<file path="src/rtl/aud_tx_pkg.sv">
`timescale 1ns/1ps
package aud_tx_pkg;

  typedef enum logic [1:0] {
    JUST_STD   = 2'd0,
    JUST_LEFT  = 2'd1,
    JUST_RIGHT = 2'd2,
    JUST_RSVD  = 2'd3
  } just_e;

  typedef struct packed {
    logic       pcm;
    just_e      just;
    logic [1:0] delay;
    logic [1:0] chans;
  } fmt_t;

  // bit times between the sync bit and the first slot start
  function automatic logic [1:0] lead_bits(input fmt_t f);
    logic [1:0] r;
    if (f.pcm) begin
      r = f.delay;
    end else begin
      case (f.just)
        JUST_LEFT, JUST_RIGHT: r = 2'd0;
        default:               r = 2'd1;
      endcase
    end
    return r;
  endfunction

  // slots sent after each sync
  function automatic logic [3:0] slot_count(input fmt_t f);
    logic [3:0] pairs;
    pairs = {2'b00, f.chans} + 4'd1;
    return f.pcm ? (pairs << 1) : pairs;
  endfunction

  function automatic logic right_just(input fmt_t f);
    return (!f.pcm) && (f.just == JUST_RIGHT);
  endfunction

endpackage

</file>
<file path="src/rtl/aud_tx_edge.sv">
`timescale 1ns/1ps
module aud_tx_edge #(
  parameter int SYNC_STAGES = 2
) (
  input  logic clk,
  input  logic rst_n,
  input  logic bclk_in,
  input  logic fsync_in,
  input  logic pcm,
  output logic tick,
  output logic sync
);

  logic [SYNC_STAGES-1:0] bclk_s, bclk_s_nxt;
  logic [SYNC_STAGES-1:0] fs_s, fs_s_nxt;
  logic bclk_last, bclk_last_nxt;
  logic fs_ref, fs_ref_nxt;
  logic bclk_cur, fs_cur;

  generate
    if (SYNC_STAGES == 1) begin : g_one
      always_comb begin
        bclk_s_nxt = bclk_in;
        fs_s_nxt   = fsync_in;
      end
    end else begin : g_chain
      always_comb begin
        bclk_s_nxt = {bclk_s[SYNC_STAGES-2:0], bclk_in};
        fs_s_nxt   = {fs_s[SYNC_STAGES-2:0], fsync_in};
      end
    end
  endgenerate

  assign bclk_cur = bclk_s[SYNC_STAGES-1];
  assign fs_cur   = fs_s[SYNC_STAGES-1];

  always_comb begin
    tick          = bclk_last & ~bclk_cur;
    bclk_last_nxt = bclk_cur;
    fs_ref_nxt    = tick ? fs_cur : fs_ref;
    if (pcm) sync = tick & fs_cur & ~fs_ref;
    else     sync = tick & (fs_cur ^ fs_ref);
  end

  always_ff @(posedge clk or negedge rst_n) begin
    if (!rst_n) begin
      bclk_s    <= '1;
      fs_s      <= '0;
      bclk_last <= 1'b1;
      fs_ref    <= 1'b0;
    end else begin
      bclk_s    <= bclk_s_nxt;
      fs_s      <= fs_s_nxt;
      bclk_last <= bclk_last_nxt;
      fs_ref    <= fs_ref_nxt;
    end
  end

  // a bit time lasts at least two system clocks
  p_tick_gap_r10: assert property (@(posedge clk) disable iff (!rst_n)
    tick |=> !tick);

endmodule

</file>
<file path="src/rtl/aud_tx_slot.sv">
`timescale 1ns/1ps
module aud_tx_slot
  import aud_tx_pkg::*;
#(
  parameter int WORD_W = 32,
  parameter int POS_W  = 10
) (
  input  logic clk,
  input  logic rst_n,
  input  logic tick,
  input  logic sync,
  input  fmt_t fmt,
  output logic load,
  output logic synced
);

  localparam int SLOT_LOG2 = $clog2(WORD_W);
  localparam logic [POS_W-1:0] POS_MAX = '1;

  logic [POS_W-1:0] pos, pos_nxt;
  logic [POS_W-1:0] p_now, q, lead, slot_idx, nslots;
  logic synced_nxt;

  always_comb begin
    if (sync)                p_now = '0;
    else if (pos == POS_MAX) p_now = POS_MAX;
    else                     p_now = pos + POS_W'(1);
    lead     = POS_W'(lead_bits(fmt));
    nslots   = POS_W'(slot_count(fmt));
    q        = p_now - lead;
    slot_idx = q >> SLOT_LOG2;
    load     = tick & (synced | sync) & (p_now >= lead)
             & (q[SLOT_LOG2-1:0] == '0) & (slot_idx < nslots);
    pos_nxt    = tick ? p_now : pos;
    synced_nxt = synced | sync;
  end

  always_ff @(posedge clk or negedge rst_n) begin
    if (!rst_n) begin
      pos    <= POS_MAX;
      synced <= 1'b0;
    end else begin
      pos    <= pos_nxt;
      synced <= synced_nxt;
    end
  end

endmodule

</file>
<file path="src/rtl/aud_tx_shift.sv">
`timescale 1ns/1ps
module aud_tx_shift #(
  parameter int WORD_W = 32,
  localparam int WFW   = $clog2(WORD_W)
) (
  input  logic              clk,
  input  logic              rst_n,
  input  logic              tick,
  input  logic              load,
  input  logic              rj,
  input  logic [WFW-1:0]    wm1,
  input  logic              fifo_empty,
  input  logic [WORD_W-1:0] fifo_data,
  output logic              fifo_pop,
  output logic              sdo,
  output logic              underrun
);

  localparam logic [WFW-1:0] TOP_IDX = WFW'(WORD_W - 1);

  logic [WORD_W-1:0] sh, sh_nxt, mask, masked, aligned, cur;
  logic [WFW-1:0]    shamt;
  logic              sdo_nxt, urun_nxt;

  always_comb begin
    for (int i = 0; i < WORD_W; i++) mask[i] = (i <= int'(wm1));
    masked  = fifo_data & mask;
    shamt   = TOP_IDX - wm1;
    aligned = rj ? masked : (masked << shamt);
    if (load) cur = fifo_empty ? '0 : aligned;
    else      cur = sh;
    fifo_pop = load & ~fifo_empty;
    sh_nxt   = tick ? (cur << 1) : sh;
    sdo_nxt  = tick ? cur[WORD_W-1] : sdo;
    urun_nxt = load & fifo_empty;
  end

  always_ff @(posedge clk or negedge rst_n) begin
    if (!rst_n) begin
      sh       <= '0;
      sdo      <= 1'b0;
      underrun <= 1'b0;
    end else begin
      sh       <= sh_nxt;
      sdo      <= sdo_nxt;
      underrun <= urun_nxt;
    end
  end

  // output moves only after a bit time
  p_sdo_hold_r10: assert property (@(posedge clk) disable iff (!rst_n)
    !$past(tick) |-> $stable(sdo));
  // a starved slot begins with a zero bit
  p_underrun_zeros_r9: assert property (@(posedge clk) disable iff (!rst_n)
    underrun |-> !sdo);
  // underrun is a single-cycle pulse
  p_underrun_single_r9: assert property (@(posedge clk) disable iff (!rst_n)
    underrun |=> !underrun);

endmodule

</file>
<file path="src/rtl/aud_serial_tx.sv">
`timescale 1ns/1ps
module aud_serial_tx
  import aud_tx_pkg::*;
#(
  parameter int WORD_W      = 32,
  parameter int POS_W       = 10,
  parameter int SYNC_STAGES = 2,
  localparam int WFW        = $clog2(WORD_W)
) (
  input  logic              clk,
  input  logic              rst_n,
  input  logic              bclk_in,
  input  logic              fsync_in,
  input  logic              cfg_pcm,
  input  logic [1:0]        cfg_just,
  input  logic [1:0]        cfg_delay,
  input  logic [WFW-1:0]    cfg_width_m1,
  input  logic [1:0]        cfg_chans,
  input  logic              fifo_empty,
  input  logic [WORD_W-1:0] fifo_data,
  output logic              fifo_pop,
  output logic              sdo,
  output logic              underrun
);

  fmt_t fmt;
  logic tick, sync, load, synced, rj;

  always_comb begin
    fmt.pcm   = cfg_pcm;
    fmt.just  = just_e'(cfg_just);
    fmt.delay = cfg_delay;
    fmt.chans = cfg_chans;
    rj        = right_just(fmt);
  end

  aud_tx_edge #(.SYNC_STAGES(SYNC_STAGES)) u_edge (
    .clk      (clk),
    .rst_n    (rst_n),
    .bclk_in  (bclk_in),
    .fsync_in (fsync_in),
    .pcm      (cfg_pcm),
    .tick     (tick),
    .sync     (sync)
  );

  aud_tx_slot #(.WORD_W(WORD_W), .POS_W(POS_W)) u_slot (
    .clk    (clk),
    .rst_n  (rst_n),
    .tick   (tick),
    .sync   (sync),
    .fmt    (fmt),
    .load   (load),
    .synced (synced)
  );

  aud_tx_shift #(.WORD_W(WORD_W)) u_shift (
    .clk        (clk),
    .rst_n      (rst_n),
    .tick       (tick),
    .load       (load),
    .rj         (rj),
    .wm1        (cfg_width_m1),
    .fifo_empty (fifo_empty),
    .fifo_data  (fifo_data),
    .fifo_pop   (fifo_pop),
    .sdo        (sdo),
    .underrun   (underrun)
  );

  // one word per slot start, never on consecutive clocks
  p_pop_gap_r8: assert property (@(posedge clk) disable iff (!rst_n)
    fifo_pop |=> !fifo_pop);
  // line quiet until the first sync has been seen
  p_quiet_before_sync_r11: assert property (@(posedge clk) disable iff (!rst_n)
    !synced |-> !sdo);
  // nothing taken before a sync
  p_no_pop_unsynced_r11: assert property (@(posedge clk) disable iff (!rst_n)
    (!synced && !sync) |-> !fifo_pop);

endmodule

</file>
<file path="config.mk">
export PLATFORM = sky130hd
export DESIGN_NAME = aud_serial_tx
export DESIGN_NICKNAME = d
export VERILOG_FILES = /design/src/rtl/aud_tx_pkg.sv /design/src/rtl/aud_tx_edge.sv /design/src/rtl/aud_tx_slot.sv /design/src/rtl/aud_tx_shift.sv /design/src/rtl/aud_serial_tx.sv
export SDC_FILE = /design/constraint.sdc
export NUM_CORES = 1
export LEC_CHECK = 0
export BUFFER_PORTS_ARGS = -buffer_cell sky130_fd_sc_hd__buf_2
export CORE_ASPECT_RATIO = 0.75
export CORE_MARGIN = 5
export CORE_UTILIZATION = 35
export CTS_CLUSTER_DIAMETER = 200
export DETAILED_ROUTE_END_ITERATION = 6
export GPL_ROUTABILITY_DRIVEN = 0
export PLACE_DENSITY = 0.55
export SYNTH_ARGS = -nofsm -noshare
export SYNTH_HDL_FRONTEND = slang
export SYNTH_SLANG_ARGS = --single-unit
</file>
<file path="constraint.sdc">
create_clock -name clk -period 8.8 [get_ports clk]
set_clock_uncertainty 0.15 [all_clocks]
set_input_delay 1.76 -clock clk [delete_from_list [all_inputs] [get_ports clk]]
set_output_delay 1.76 -clock clk [all_outputs]
set_load 0.03 [all_outputs]
</file>
==> out/qor.yml <==
synthesis:
  synth-async-reset-ratio_pct: 100.0
  yosysTopAreaCell: "dfrtp_1"
  ys_seq_elements: 50
  synthesis.area_sq_um: 5612
  yosysUniqueCellTypes: 80
  ys_warn_count: 0
  synth_edf_count: 0
  yosysMostFrequentCell: "nand2_1"
  ys_seq_area_share_pct: 22.59
  synth_area_leaders: "dfrtp_1 (16%), mux2i_1 (8.2%), mux4_2 (6.8%)"
  syn_inst: 654
  postSynthAreaPerCell_sq_um: 8.580
  yosys.area.top_type_share_pct: 16.50
  synthFlopType: "dfrtp_1"
  syn_nets: 711
  synthTopCellsByCount: "nand2_1 (65), mux2i_1 (46), nor2_1 (41)"
clock_tree:
  cts_setup_buffers: 0
  cts.path.max_buffers: 2
  cts_hold_buf: 0
  cts_made_buffers: 5
  post_cts_resized: 0
  clk_latency_ns: 0.30
  htree_levels: 2
  cts_tree: "yes"
  clock_sinks: 50
  cts_root_buffer: "clkbuf_16"
  clkSlewWorstSetupHoldPaths_ns: 0.06
setup_path:
  critical_path.top_delay_family: "compound AO/OA/AOI/OAI gates"
  crit_buf_inv: 4
  critPathMaxStageDelay_ns: 0.42
  path_cells: "buf_2 -> nor3b_4 -> o21a_1 -> nor2_1 -> ha_1 -> a21o_1 -> a21oi_1 -> a221o_1 -> nand2_1 -> ha_1 -> a21o_1 -> a2111oi_2 -> o221ai_1 -> nor4_2 -> buf_4 -> nand2_1 -> inv_1 -> buf_2"
  cp_max_fo: 14
  crit_type: "primary input to primary output"
  cp_data_arrival_time_ns: 5.67
  required_ns: 6.89
  end_kind: "primary output"
  critPathLaunchType: "primary input"
  cp_slowest_cell: "o21a_1"
placed_design:
  dpl.hpwl_mm: 14.80
  portBuffers: 51
  dp_slack_ns: 1.205
  dpl_cell_area_sq_um: 5916
routing:
  drt-vias-per-instance: 6.774
  drc: 0
  vias: 5900
  ant_nets: 0
  routed_wl_mm: 20.33
  wl_per_cell_um: 23.34
  dr.pass1.iters: 6
  first_iter_violations: 1160
sta:
  fin_setup_tns_ns: 0
  setup_slack_ns: 1.216
  tightest_slew_ns: 1.183
  min_period_over_period_pct: 86.18
  rsz0062_at_grt: "no"
  slew_headroom_pct: 19.06
  finalHoldViolations: 0
  period_minus_slack_ns: 7.584
  slew_viol_final: 0
  fmax_mhz: 131.9
  setup_viol: 0
global_routing:
  antenna_found_initial: 0
  grt_overflow_total: 0
  grt_busiest_layer: "met1"
  grtUsageMet2_pct: 28.55
  grt_usage_pct: 21.33
  grt_max_degree: 58
  met3_usage_pct: 5.984
  use_met1_pct: 33.89
  grt_pass1_vias: 5479
  grt_pass1_wl_mm: 32.13
cells_and_area:
  multi_input_area_sq_um: 4006
  area_delta_synth_final_pct: 8.428
  num_antenna_cells: 0
  layout-drive-gt1-share_pct: 23.00
  fillCellCount: 1619
  nets: 717
  seqCellArea_sq_um: 1267
  final_area_sq_um: 6085
job:
  max-cap-violations: 0
outcome:
  status: "finished clean"
die:
  die_w_um: 156.2
  core_region_area_sq_um: 15870
  initial_core_util_pct: 35.37
  placementRows: 40
  boundaryPins: 52
  dieArea_sq_um: 18690
  die_h_um: 119.7
power_and_ir_drop:
  peakVddDrop_v: 0.00009938
  power_density_nw_per_um2: 165.2
  p_leak_nw: 2.376
worst_hold_path:
  min_path_type: "register to register"
==> report_power, final <==
part / leakage (nW) / switching [W] / internal (W)
clock: 0.0842 / 0.0000924 / 0.000135
sequential: 0.617 / 0.0000471 / 0.000295
combinational: 1.67 / 0.000268 / 0.000169
total: 2.38 / 0.000407 / 0.000598
==> flip-flops by register name, indices dropped and copies added (netlist names) <==
register,count
u_edge.fs_s,2
u_slot.synced,1
u_shift.sdo,1
u_edge.bclk_s,2
u_slot.pos,10
u_edge.bclk_last,1
u_shift.underrun,1
u_edge.fs_ref,1
u_shift.sh,31
==> placed cells by master, fill, tap and decap left out, drive strengths merged, types with 5 or more instances in the layout <==
| cell | synthesis | layout |
|---|---|---|
| o211ai | 21 | 21 |
| a211oi | 8 | 8 |
| or3 | 6 | 6 |
| a31oi | 15 | 15 |
| inv | 11 | 12 |
| nor4 | 7 | 7 |
| mux2 | 26 | 26 |
| a311o | 5 | 5 |
| mux2i | 46 | 46 |
| dfrtp | 37 | 37 |
| nor2 | 42 | 42 |
| and3 | 11 | 11 |
| a32oi | 6 | 6 |
| nand3 | 17 | 17 |
| dfstp | 13 | 13 |
| a2111oi | 11 | 11 |
| a221o | 17 | 17 |
| buf | 33 | 61 |
| o22ai | 6 | 6 |
| and2 | 13 | 13 |
| clkbuf | 29 | 5 |
| mux4 | 17 | 17 |
| o21ai | 34 | 34 |
| nor3 | 12 | 12 |
| a21oi | 26 | 26 |
| nor2b | 9 | 9 |
| nand2 | 66 | 66 |
| a22oi | 6 | 6 |
| o311ai | 7 | 7 |
| nand2b | 10 | 10 |
| o31ai | 7 | 7 |
| o32ai | 7 | 7 |
| nand4 | 6 | 6 |
| ha | 8 | 8 |
==> area by class of cell <==
class,instances,area share [%]
clock buffers,5,2.056
clock inverters,3,0.7197
inverters,13,0.8020
multi-input cells,529,65.84
flip-flops and latches,50,20.83
well taps,210,4.318
repair buffers,61,5.429
==> kinds of logic after synthesis <==
logic type / Yosys count / synth area share, %
AND/OR/NAND/NOR: 211 / 19.35
multiplexers: 89 / 20.25
buffers and inverters: 75 / 6.109
AO/OA/AOI/OAI: 216 / 29.14
flip-flops: 50 / 22.59
adder cells (fa/ha/maj): 8 / 1.784
XOR/XNOR: 5 / 0.7803
==> worst register-to-register path, stage by stage (launching register included) <==
cell and delay, ns:
dfstp_2 0.58, ha_1 0.32, nand3_2 0.17, nor3_1 0.56, nor2_1 0.08, nor2_1 0.16, ha_1 0.27, a21o_1 0.20
a21oi_1 0.25, a221o_1 0.19, nand2_1 0.07, ha_1 0.33, a21o_1 0.17, a2111oi_2 0.33, o221ai_1 0.19, or4_1 0.86
a2111oi_0 0.59, a311o_1 0.19
==> final timing paths <==
| path | startpoint | end | slack (ns) | depth (start not counted) |
|---|---|---|---|---|
| setup / recovery | cfg_pcm | fifo_pop | 1.22 | 18 |
| hold / removal | u_edge.bclk_s[0]$_DFF_PN1_ | u_edge.bclk_s[1]$_DFF_PN1_ | 0.21 | 0 |
| setup reg to reg | u_slot.pos[0]$_DFFE_PN1N_ | u_shift.sh[31]$_DFFE_PN0N_ | 3.09 | 17 |
| hold reg to reg | u_edge.bclk_s[0]$_DFF_PN1_ | u_edge.bclk_s[1]$_DFF_PN1_ | 0.21 | 0 |
| max in group asynchronous | rst_n | u_edge.fs_ref$_DFFE_PN0N_ | 6.61 | 2 |
| min in group asynchronous | rst_n | u_shift.sdo$_DFFE_PN0N_ | 1.43 | 2 |
==> through the flow <==
| step | hold slack, ns | power (W) | utilization (%) | instances |
|---|---|---|---|---|
| after CTS | 0.2133 | 0.0009974 | 38.35 | 871 |
| after global placement | 0.1909 | 0.0007545 | 37.29 | 863 |
| after floorplan | 0.1812 | 0.0006432 | - | 654 |
| final | 0.2094 | 0.001005 | 38.35 | 871 |
| after global routing | 0.2187 | 0.001059 | 38.35 | 871 |
| after detailed placement | 0.2030 | 0.0007656 | 37.29 | 863 |
==> layer usage <==
| metal | wire length, um | vias to the layer above |
|---|---|---|
| li1 | - | 2578 |
| met1 | 9495 | 2859 |
| met2 | 8009 | 418 |
| met3 | 2441 | 45 |
| met4 | 384 | 0 |
| met5 | 0 | - |
Power figures use the tool's default switching activity.
